### src/rtl/str_pkg.sv
package str_pkg;
   // Grid correction requested by the phase stepper when the index wraps
   typedef enum logic [1:0] {
      SLIP_NONE  = 2'd0,
      SLIP_SKIP  = 2'd1,   // next strobe after one sample
      SLIP_EXTRA = 2'd2    // next strobe after three samples
   } slip_e;

   // Sample-counter reload values; a strobe fires when the counter reads 1
   localparam logic [1:0] CNT_NORMAL = 2'd0;
   localparam logic [1:0] CNT_SHORT  = 2'd1;
   localparam logic [1:0] CNT_LONG   = 2'd3;
endpackage

### src/rtl/str_window.sv
module str_window
   import str_pkg::*;
#(
   parameter int W = 12
) (
   input  logic                clk,
   input  logic                rst_n,
   input  logic                in_valid,
   input  logic signed [W-1:0] in_sample,
   input  slip_e               slip,
   output logic                fire,
   output logic signed [W-1:0] early,
   output logic signed [W-1:0] ontime,
   output logic signed [W-1:0] late
);
   logic [1:0]          cnt_q;
   logic signed [W-1:0] h1_q, h2_q;

   assign fire   = in_valid && (cnt_q == 2'd1);
   assign early  = h2_q;
   assign ontime = h1_q;
   assign late   = in_sample;

   always_ff @(posedge clk) begin
      if (!rst_n) begin
         cnt_q <= CNT_NORMAL;
         h1_q  <= '0;
         h2_q  <= '0;
      end else if (in_valid) begin
         h2_q <= h1_q;
         h1_q <= in_sample;
         if (fire) begin
            case (slip)
               SLIP_SKIP:  cnt_q <= CNT_SHORT;
               SLIP_EXTRA: cnt_q <= CNT_LONG;
               default:    cnt_q <= CNT_NORMAL;
            endcase
         end else begin
            cnt_q <= cnt_q + 2'd1;
         end
      end
   end

   AST_IDLE_HOLDS: assert property (@(posedge clk) disable iff (!rst_n)
      !in_valid |=> $stable(h1_q) && $stable(cnt_q));
endmodule

### src/rtl/str_err_acc.sv
module str_err_acc #(
   parameter int W     = 12,
   parameter int ACC_W = 16
) (
   input  logic                clk,
   input  logic                rst_n,
   input  logic                fire,
   input  logic signed [W-1:0] early,
   input  logic signed [W-1:0] ontime,
   input  logic signed [W-1:0] late,
   input  logic [ACC_W-3:0]    thr,
   output logic                step_dn,
   output logic                step_up
);
   if (ACC_W < W + 2) begin : g_bad_acc
      $error("str_err_acc: ACC_W must be at least W+2");
   end

   logic signed [ACC_W-1:0] acc_q, acc_nx, ted, on_x, thr_s;

   assign on_x  = ACC_W'(ontime);
   assign thr_s = signed'({2'b00, thr});

   // sign(late) - sign(early) is 0 or +/-2
   always_comb begin
      if (early[W-1] == late[W-1])
         ted = '0;
      else if (!late[W-1])
         ted = on_x <<< 1;
      else
         ted = -(on_x <<< 1);
   end

   assign acc_nx  = acc_q + ted;
   assign step_dn = fire && (acc_nx >= thr_s);
   assign step_up = fire && !step_dn && (acc_nx <= -thr_s);

   always_ff @(posedge clk) begin
      if (!rst_n)
         acc_q <= '0;
      else if (fire)
         acc_q <= (step_dn || step_up) ? '0 : acc_nx;
   end

   AST_ACC_CLEARED: assert property (@(posedge clk) disable iff (!rst_n)
      (step_dn || step_up) |=> (acc_q == '0));
   AST_ACC_IDLE: assert property (@(posedge clk) disable iff (!rst_n)
      !fire |=> $stable(acc_q));
endmodule

### src/rtl/str_phase.sv
module str_phase
   import str_pkg::*;
#(
   parameter int PHASES = 8,
   localparam int PH_W  = (PHASES > 1) ? $clog2(PHASES) : 1
) (
   input  logic            clk,
   input  logic            rst_n,
   input  logic            step_dn,
   input  logic            step_up,
   output logic [PH_W-1:0] phase_q,
   output slip_e           slip
);
   localparam logic [PH_W-1:0] LAST   = PH_W'(PHASES - 1);
   localparam logic [PH_W-1:0] CENTRE = PH_W'(PHASES / 2);

   if (PHASES < 2) begin : g_bad_ph
      $error("str_phase: PHASES must be at least 2");
   end

   logic [PH_W-1:0] ph_dec, ph_inc;

   if ((PHASES & (PHASES - 1)) == 0) begin : g_pow2
      assign ph_dec = phase_q - 1'b1;
      assign ph_inc = phase_q + 1'b1;
   end else begin : g_cmp
      assign ph_dec = (phase_q == '0)  ? LAST : phase_q - 1'b1;
      assign ph_inc = (phase_q == LAST) ? '0  : phase_q + 1'b1;
   end

   always_comb begin
      if (step_dn && phase_q == '0)
         slip = SLIP_SKIP;
      else if (step_up && phase_q == LAST)
         slip = SLIP_EXTRA;
      else
         slip = SLIP_NONE;
   end

   always_ff @(posedge clk) begin
      if (!rst_n)
         phase_q <= CENTRE;
      else if (step_dn)
         phase_q <= ph_dec;
      else if (step_up)
         phase_q <= ph_inc;
   end

   AST_SKIP_WRAP: assert property (@(posedge clk) disable iff (!rst_n)
      (slip == SLIP_SKIP) |=> (phase_q == LAST));
   AST_EXTRA_WRAP: assert property (@(posedge clk) disable iff (!rst_n)
      (slip == SLIP_EXTRA) |=> (phase_q == '0));
endmodule

### src/rtl/sym_timing_rec.sv
module sym_timing_rec
   import str_pkg::*;
#(
   parameter int W      = 12,
   parameter int PHASES = 8,
   parameter int ACC_W  = 16
) (
   input  logic                               clk,
   input  logic                               rst_n,
   input  logic                               in_valid,
   input  logic signed [W-1:0]                in_sample,
   input  logic [ACC_W-3:0]                   thr,
   output logic                               dec_stb,
   output logic                               dec_bit,
   output logic [$clog2(PHASES)-1:0]          phase_idx
);
   logic                fire, step_dn, step_up;
   logic signed [W-1:0] s_early, s_on, s_late;
   slip_e               slip;

   str_window #(.W(W)) u_win (
      .clk(clk), .rst_n(rst_n), .in_valid(in_valid), .in_sample(in_sample),
      .slip(slip), .fire(fire), .early(s_early), .ontime(s_on), .late(s_late)
   );

   str_err_acc #(.W(W), .ACC_W(ACC_W)) u_acc (
      .clk(clk), .rst_n(rst_n), .fire(fire), .early(s_early), .ontime(s_on),
      .late(s_late), .thr(thr), .step_dn(step_dn), .step_up(step_up)
   );

   str_phase #(.PHASES(PHASES)) u_ph (
      .clk(clk), .rst_n(rst_n), .step_dn(step_dn), .step_up(step_up),
      .phase_q(phase_idx), .slip(slip)
   );

   always_ff @(posedge clk) begin
      if (!rst_n) begin
         dec_stb <= 1'b0;
         dec_bit <= 1'b0;
      end else begin
         dec_stb <= fire;
         if (fire)
            dec_bit <= ~s_on[W-1];
      end
   end

   AST_STB_AFTER_VALID: assert property (@(posedge clk) disable iff (!rst_n)
      dec_stb |-> $past(in_valid));
   AST_PH_ONLY_ON_STB: assert property (@(posedge clk) disable iff (!rst_n)
      (phase_idx != $past(phase_idx)) |-> dec_stb);
   AST_BIT_ON_STB: assert property (@(posedge clk) disable iff (!rst_n)
      !dec_stb |-> $stable(dec_bit));
endmodule

### config.mk
export PLATFORM = sky130hd
export DESIGN_NAME = sym_timing_rec
export DESIGN_NICKNAME = d
export VERILOG_FILES = /design/src/rtl/str_pkg.sv /design/src/rtl/str_window.sv /design/src/rtl/str_err_acc.sv /design/src/rtl/str_phase.sv /design/src/rtl/sym_timing_rec.sv
export SDC_FILE = /design/constraint.sdc
export NUM_CORES = 1
export LEC_CHECK = 0
export CORE_UTILIZATION = 55
export DETAILED_ROUTE_END_ITERATION = 8
export GPL_TIMING_DRIVEN = 0
export PLACE_DENSITY = 0.81
export SYNTH_ARGS = -nofsm -noshare
export SYNTH_HDL_FRONTEND = slang
export SYNTH_HIERARCHICAL = 1
export SYNTH_SLANG_ARGS = --single-unit
### constraint.sdc
create_clock -name clk -period 6.7 [get_ports clk]
set_input_delay 0.67 -clock clk [delete_from_list [all_inputs] [get_ports clk]]
set_output_delay 0.67 -clock clk [all_outputs]
set_load 0.005 [all_outputs]
## Yosys cells after proc, flatten, opt, wreduce, memory -nomap -nowiden

Cells that the tools add are included.
W data, S select, Z words.

| storage, ports and cells | value |
|---|---|
| register bits after elaboration | 47 |
| input bits | 29 |
| output and inout port bits | 5 |

| operators by class | value |
|---|---|
| add/subtract/negate cells | 6 |
| order comparisons | 2 |
| equality and inequality tests | 5 |
| muxes and demuxes | 9 |
| bitwise logic cells | 1 |
| reductions and logical operators | 10 |

Operators with widths:

| cell | number |
|---|---|
| $mux W16 | 3 |
| $add A16 B16 Y16 | 1 |
| $ge A16 B15 Y1 | 1 |
| $le A16 B16 Y1 | 1 |
| $neg A13 Y16 | 1 |
| $neg A14 Y16 | 1 |
| $logic_and A1 B1 Y1 | 6 |
| $mux W2 | 3 |
| $mux W3 | 2 |
| $eq A2 B1 Y1 const B | 2 |
| $pmux W2 S2 | 1 |
| $add A3 B1 Y3 const B | 1 |
| $eq A3 B3 Y1 const B | 1 |
| $logic_not A3 Y1 | 1 |
| $sub A3 B1 Y3 const B | 1 |
| $add A2 B1 Y2 const B | 1 |
| $eq A2 B2 Y1 const B | 1 |
| $reduce_bool A2 Y1 | 1 |
| $eq A1 B1 Y1 | 1 |
| $logic_not A1 Y1 | 1 |
| $logic_or A1 B1 Y1 | 1 |
| $not A1 Y1 | 1 |

## Depth between registers and ports, before layout

| logic depth | value |
|---|---|
| depth after elaboration | 15 |
| gate-level depth with buffers | 27 |

## Modules after synthesis

The synthesis kept the hierarchy.

By module, submodules not included:

| module | times used | cells an instance | area each (µm²) | sequential area each (µm²) |
|---|---|---|---|---|
| str_err_acc | 1 | 312 | 2393.5 | 300.3 |
| str_window | 1 | 104 | 1132.3 | 520.5 |
| str_phase | 1 | 20 | 178.9 | 60.1 |
| sym_timing_rec | 1 | 5 | 61.3 | 40.0 |

## Worst setup path before layout

OpenSTA, ideal clock, no wires.

| timing path | value |
|---|---|
| kind | input port to flip-flop |
| start point | in in_sample[11] |
| end point | reg u_win.cnt_q[0] |
| arrival time | 5.238 ns |
| setup slack | 1.388 ns |
| stages | 24 |
| path through | buf_4 > nor2b_1 > clkbuf_1 > nand2_1 > o21ai_0 > ha_1 > a21oi_1 > nor2_1 > o31a_1 > or3_1 > a21oi_1 > xnor2_1 > ha_1 > a21oi_1 > o21ai_0 > a21oi_1 > nor4bb_1 > nor2_1 > nor3b_1 > nand2_1 > nor3_1 > ha_1 > mux2_2 > o21ai_0 |

| between the ends | value |
|---|---|
| cells in the longest elaborated chain, start to end | 14 |
| elaborated cells on any way between the ends | 18 |

Ends and longest elaborated chain:

| item | line | RTL |
|---|---|---|
| start: declaration | sym_timing_rec.sv:11 | `input logic signed [W-1:0] in_sample,` |
| $mux W16 / $eq A1 B1 Y1 (equally long branches) | str_err_acc.sv:28, str_err_acc.sv:26 |  |
| $mux W16 * | str_err_acc.sv:26 | `if (early[W-1] == late[W-1])` |
| $add A16 B16 Y16 * | str_err_acc.sv:34 | `assign acc_nx = acc_q + ted;` |
| $ge A16 B15 Y1 | str_err_acc.sv:35 | `assign step_dn = fire && (acc_nx >= thr_s);` |
| $logic_and A1 B1 Y1 | str_err_acc.sv:35 |  |
| $logic_not A1 Y1 | str_err_acc.sv:36 | `assign step_up = fire && !step_dn && (acc_nx <= -thr_s);` |
| $logic_and A1 B1 Y1 | str_err_acc.sv:36 |  |
| $logic_and A1 B1 Y1 * | str_err_acc.sv:36 |  |
| named net step_up | sym_timing_rec.sv:17 | `logic fire, step_dn, step_up;` |
| $logic_and A1 B1 Y1 * | str_phase.sv:34 | `else if (step_up && phase_q == LAST)` |
| $mux W2 * | str_phase.sv:34 |  |
| $mux W2 * | str_phase.sv:32 | `if (step_dn && phase_q == '0)` |
| named net slip[1] | sym_timing_rec.sv:19 | `slip_e slip;` |
| $eq A2 B2 Y1 / $eq A2 B1 Y1 (equally long branches) | str_window.sv:33 | `case (slip)` |
| $pmux W2 S2 * | str_window.sv:33 |  |
| $mux W2 * | str_window.sv:32 | `if (fire) begin` |
| end signal: assignment | str_window.sv:39 | `cnt_q <= cnt_q + 2'd1;` |
| end: declaration | str_window.sv:16 | `logic [1:0] cnt_q;` |

Mark *: on every way through the listed nets, which the timed path passes. The rest lies on a longest branch.
A chain may end at the register's enable or synchronous reset.

## Final worst setup path

| timing path | value |
|---|---|
| start point | in in_sample[11] |
| end point | reg u_ph.phase_q[2] |

| between the ends | value |
|---|---|
| cells in the longest elaborated chain, start to end | 9 |
| elaborated cells on any way between the ends | 12 |

Ends and longest elaborated chain:

| item | line | RTL |
|---|---|---|
| $mux W16 / $eq A1 B1 Y1 (equally long branches) | str_err_acc.sv:28, str_err_acc.sv:26 |  |
| $mux W16 * | str_err_acc.sv:26 |  |
| $add A16 B16 Y16 * | str_err_acc.sv:34 |  |
| $ge A16 B15 Y1 * | str_err_acc.sv:35 |  |
| $logic_and A1 B1 Y1 * | str_err_acc.sv:35 |  |
| named net step_dn | sym_timing_rec.sv:17 |  |
| $logic_not A1 Y1 | str_err_acc.sv:36 |  |
| $logic_and A1 B1 Y1 (2 in series) | str_err_acc.sv:36 |  |
| $reduce_bool A2 Y1 (no source line) | - |  |
| end signal: assignment | str_phase.sv:44 | `phase_q <= ph_dec;` |
| end signal: assignment | str_phase.sv:46 | `phase_q <= ph_inc;` |
| end: declaration | str_phase.sv:11 | `output logic [PH_W-1:0] phase_q,` |

Marked as above.

==> summary.md <==
| Metric | Value |
|---|---|
| Outcome | `complete, no violations` |
| Setup repair bufs after CTS | `0` |
| Fraction of layout cells with a size suffix above 1 | `under 10%` |
| Crit path time final | `6.24 ns` |
| RSZ-0062 raised after global routing | `false` |
| GR Overflow Total | `0` |
| Maximum operating frequency | `around 160 MHz` |
| Core area | `5640 um2` |
| Post-CTS Hold Buffers | `0` |
| Hold Vio Cnt, Final | `0` |
| CP top delay family | `simple AND/OR/NAND/NOR gates` |
| HP Class | `flop to flop` |
| Initial antenna violation count | `0` |
| Largest net degree at the start of global routing | `20` |
| First-pass GRT wire length | `between 10000 and 15000 um` |
| # clock sinks | `35` |
| Synthesis-to-layout area growth | `16.5%` |
| Arrival @ worst endpoint | `approximately 6.4 ns` |
| Die Width | `79.3 um` |
| Vias per Instance | `5.84` |
| Buffers added on ports | `32` |
| CTS tree | `built` |
| Syn. warnings | `6` |
| Drt total wl | `7500 um` |
| GPL Wtd Cong | `around 0.9` |
| CP max stage cell | `fa_1` |
| Worst-path maximum fanout | `10` |
| Critical Path Max Stage Delay | `approximately 0.47 ns` |
| Clock root cell | `clkbuf_8` |
| Synth Instances | `roughly 400` |
| Tot Pwr | `roughly 0.64 mW` |
| Mapped Nets | `475` |
| Final Max Tran Viols | `0` |
| GRT Resource Usage Total | `roughly a quarter` |
| Post-detail-place hpwl | `about 5900 um` |
| Leakage Power | `roughly 1.7 nW` |
| Final setup margin | `roughly 0.46 ns` |
| Pwr Density | `approximately 170 nW/um2` |
| Post-Syn Area per Cell | `about 8.3 um2` |
| Worst slew pin tran | `0.652 ns` |
| H-tree depth | `2` |
| Deepest clock path buffer count | `2` |
| Worst clock skew | `about 0.0056 ns` |
| Die area | `around 6300 um2` |
| # IOs | `34` |
| Crit. End Element | `flop` |
| Via Count | `a little under 3000` |
| DRT Pass-1 Iters | `4` |
| N_diodes | `0` |
| Pre-CTS setup slack | `-0.0617 ns` |
| Tcrit/Tclk final | `a little over 90%` |
| 1st-iter DRT viols | `120` |
| # Max-Cap Violations | `0` |
| Std-Cell Rows | `27` |
| Clk_lat worst skew | `about 0.29 ns` |
| Vias in the first global route | `roughly 2800` |
| Avg WL per Cell | `roughly 15 um` |
| Worst setup SP type | `primary input` |
| Number of buffers created by CTS | `5` |
| Critical Path RT | `6.89 ns` |
| Initial core utilization | `roughly three fifths` |
| Maximum VDD drop | `~0.14 mV` |
| Buf+Inv Stages, Crit Path | `5` |
| Die H | `about 79 um` |
| Worst slew margin | `a little under three fifths` |
| ANT nets after route | `0` |
| CTS clk-pin slew, worst paths | `about 0.080 ns` |
| Critical path class | `primary input to flop` |
| Cell Area, Synth | `about 3300 um2` |
| Fillers | `~450` |
| Layout net count | `514` |
| # setup viols final | `0` |
| DRC | `0` |
[where the power goes]
group,switching (mW),leakage (nW),internal [mW],total (mW)
Combinational,0.114,1.35,0.0960,0.210
Clock,0.0824,0.0612,0.120,0.203
Sequential,0.0102,0.285,0.217,0.227
[worst register-to-register path: stages, from the launching register on]
cell and delay (ns):
dfxtp_1 0.35, inv_1 0.09, ha_1 0.21, nor2b_1 0.24
nand2_1 0.10, xnor2_1 0.13, o21ai_0 0.18, ha_1 0.34
a21oi_1 0.19, nor2_1 0.08, o31a_1 0.34, or3_1 0.40
a21oi_1 0.21, xnor2_1 0.13, ha_1 0.31, nand2_1 0.08
nor2_1 0.10, nand4_1 0.11, a21oi_1 0.19, nor4bb_2 0.09
nor2_1 0.29, and2_1 0.32, inv_1 0.11, fa_1 0.47
nor3b_2 0.19, a21oi_1 0.07, mux2_1 0.31
[flip-flops by register name, indices dropped and copies added, names as in the netlist]
signal,flops
dec_bit,1
dec_stb,1
u_win/early,1
u_acc/acc_q,15
u_win/cnt_q,2
u_ph/phase_q,3
u_win/ontime,12
[stage by stage]
| step | hold slack (ns) | TNS, ns | instances | area [um2] | util (%) |
|---|---|---|---|---|---|
| 6_report | 0.472 | 0 | 509 | 3820 | 67.8 |
| 5_1_grt | 0.505 | 0 | 509 | 3820 | 67.8 |
| 4_1_cts | 0.471 | 0 | 509 | 3810 | 67.6 |
| 3_5_place_dp | 0.460 | -0.0617 | 501 | 3690 | 65.5 |
| 3_3_place_gp | 0.443 | 0 | 501 | 3690 | 65.5 |
| 2_1_floorplan | 0.432 | 0 | 397 | 3280 | - |
[metal layers]
| metal | global-route usage, % | up-vias | part of all wire [%] |
|---|---|---|---|
| met5 | 0 | - | 0 |
| met4 | 7.64 | 0 | 1.8 |
| met3 | 3.79 | 16 | 4.6 |
| met2 | 42.2 | 74 | 48 |
| met1 | 31.5 | 1377 | 46 |
| li1 | - | 1508 | - |
[layout by cell type, fill, tap and decap left out, types with 3 or more instances in the layout]
| cell type | instances |
|---|---|
| a211oi_1 | 4 |
| a21o_1 | 7 |
| a21oi_1 | 25 |
| a22o_1 | 13 |
| and2_1 | 4 |
| clkbuf_1 | 4 |
| clkbuf_8 | 6 |
| clkdlybuf4s50_1 | 32 |
| dfxtp_1 | 35 |
| fa_1 | 3 |
| ha_1 | 46 |
| inv_1 | 31 |
| mux2i_1 | 13 |
| nand2_1 | 32 |
| nand2b_1 | 6 |
| nand3_1 | 8 |
| nand4_1 | 10 |
| nor2_1 | 20 |
| nor2b_1 | 18 |
| nor3_1 | 10 |
| nor4_1 | 5 |
| o21a_1 | 4 |
| o21ai_0 | 25 |
| o31ai_1 | 5 |
| xnor2_1 | 21 |
| xor2_1 | 8 |
[final cells by class]
class,instances,area (um2),area share [%]
Clock buffer,6,82.6,2.16
Clock inverter,2,35.0,0.916
Inverter,31,116,3.04
Tap cell,72,90.1,2.36
Sequential cell,35,701,18.3
Multi-Input combinational cell,321,2400,62.9
Timing Repair Buffer,32,320,8.37
Buffer,10,75.1,1.96
[final timing paths]
kind	startpoint	to	slack (ns)	cells after the start
worst min register to register	u_acc/acc_q[15]	u_acc/acc_q[15]	0.47	2
worst max-delay path	in_sample[11]	u_ph/phase_q[2]	0.46	26
worst min-delay path	u_acc/acc_q[15]	u_acc/acc_q[15]	0.47	2
worst max register to register	u_win/ontime[1]	u_ph/phase_q[2]	0.95	26
[what timing repair did]
item / CTS / global route
resized for setup: 0 / 4
setup endpoints to repair: 0 / 3
hold endpoints to repair: 0 / 0
No activity file was read; power rests on OpenSTA's default activity.
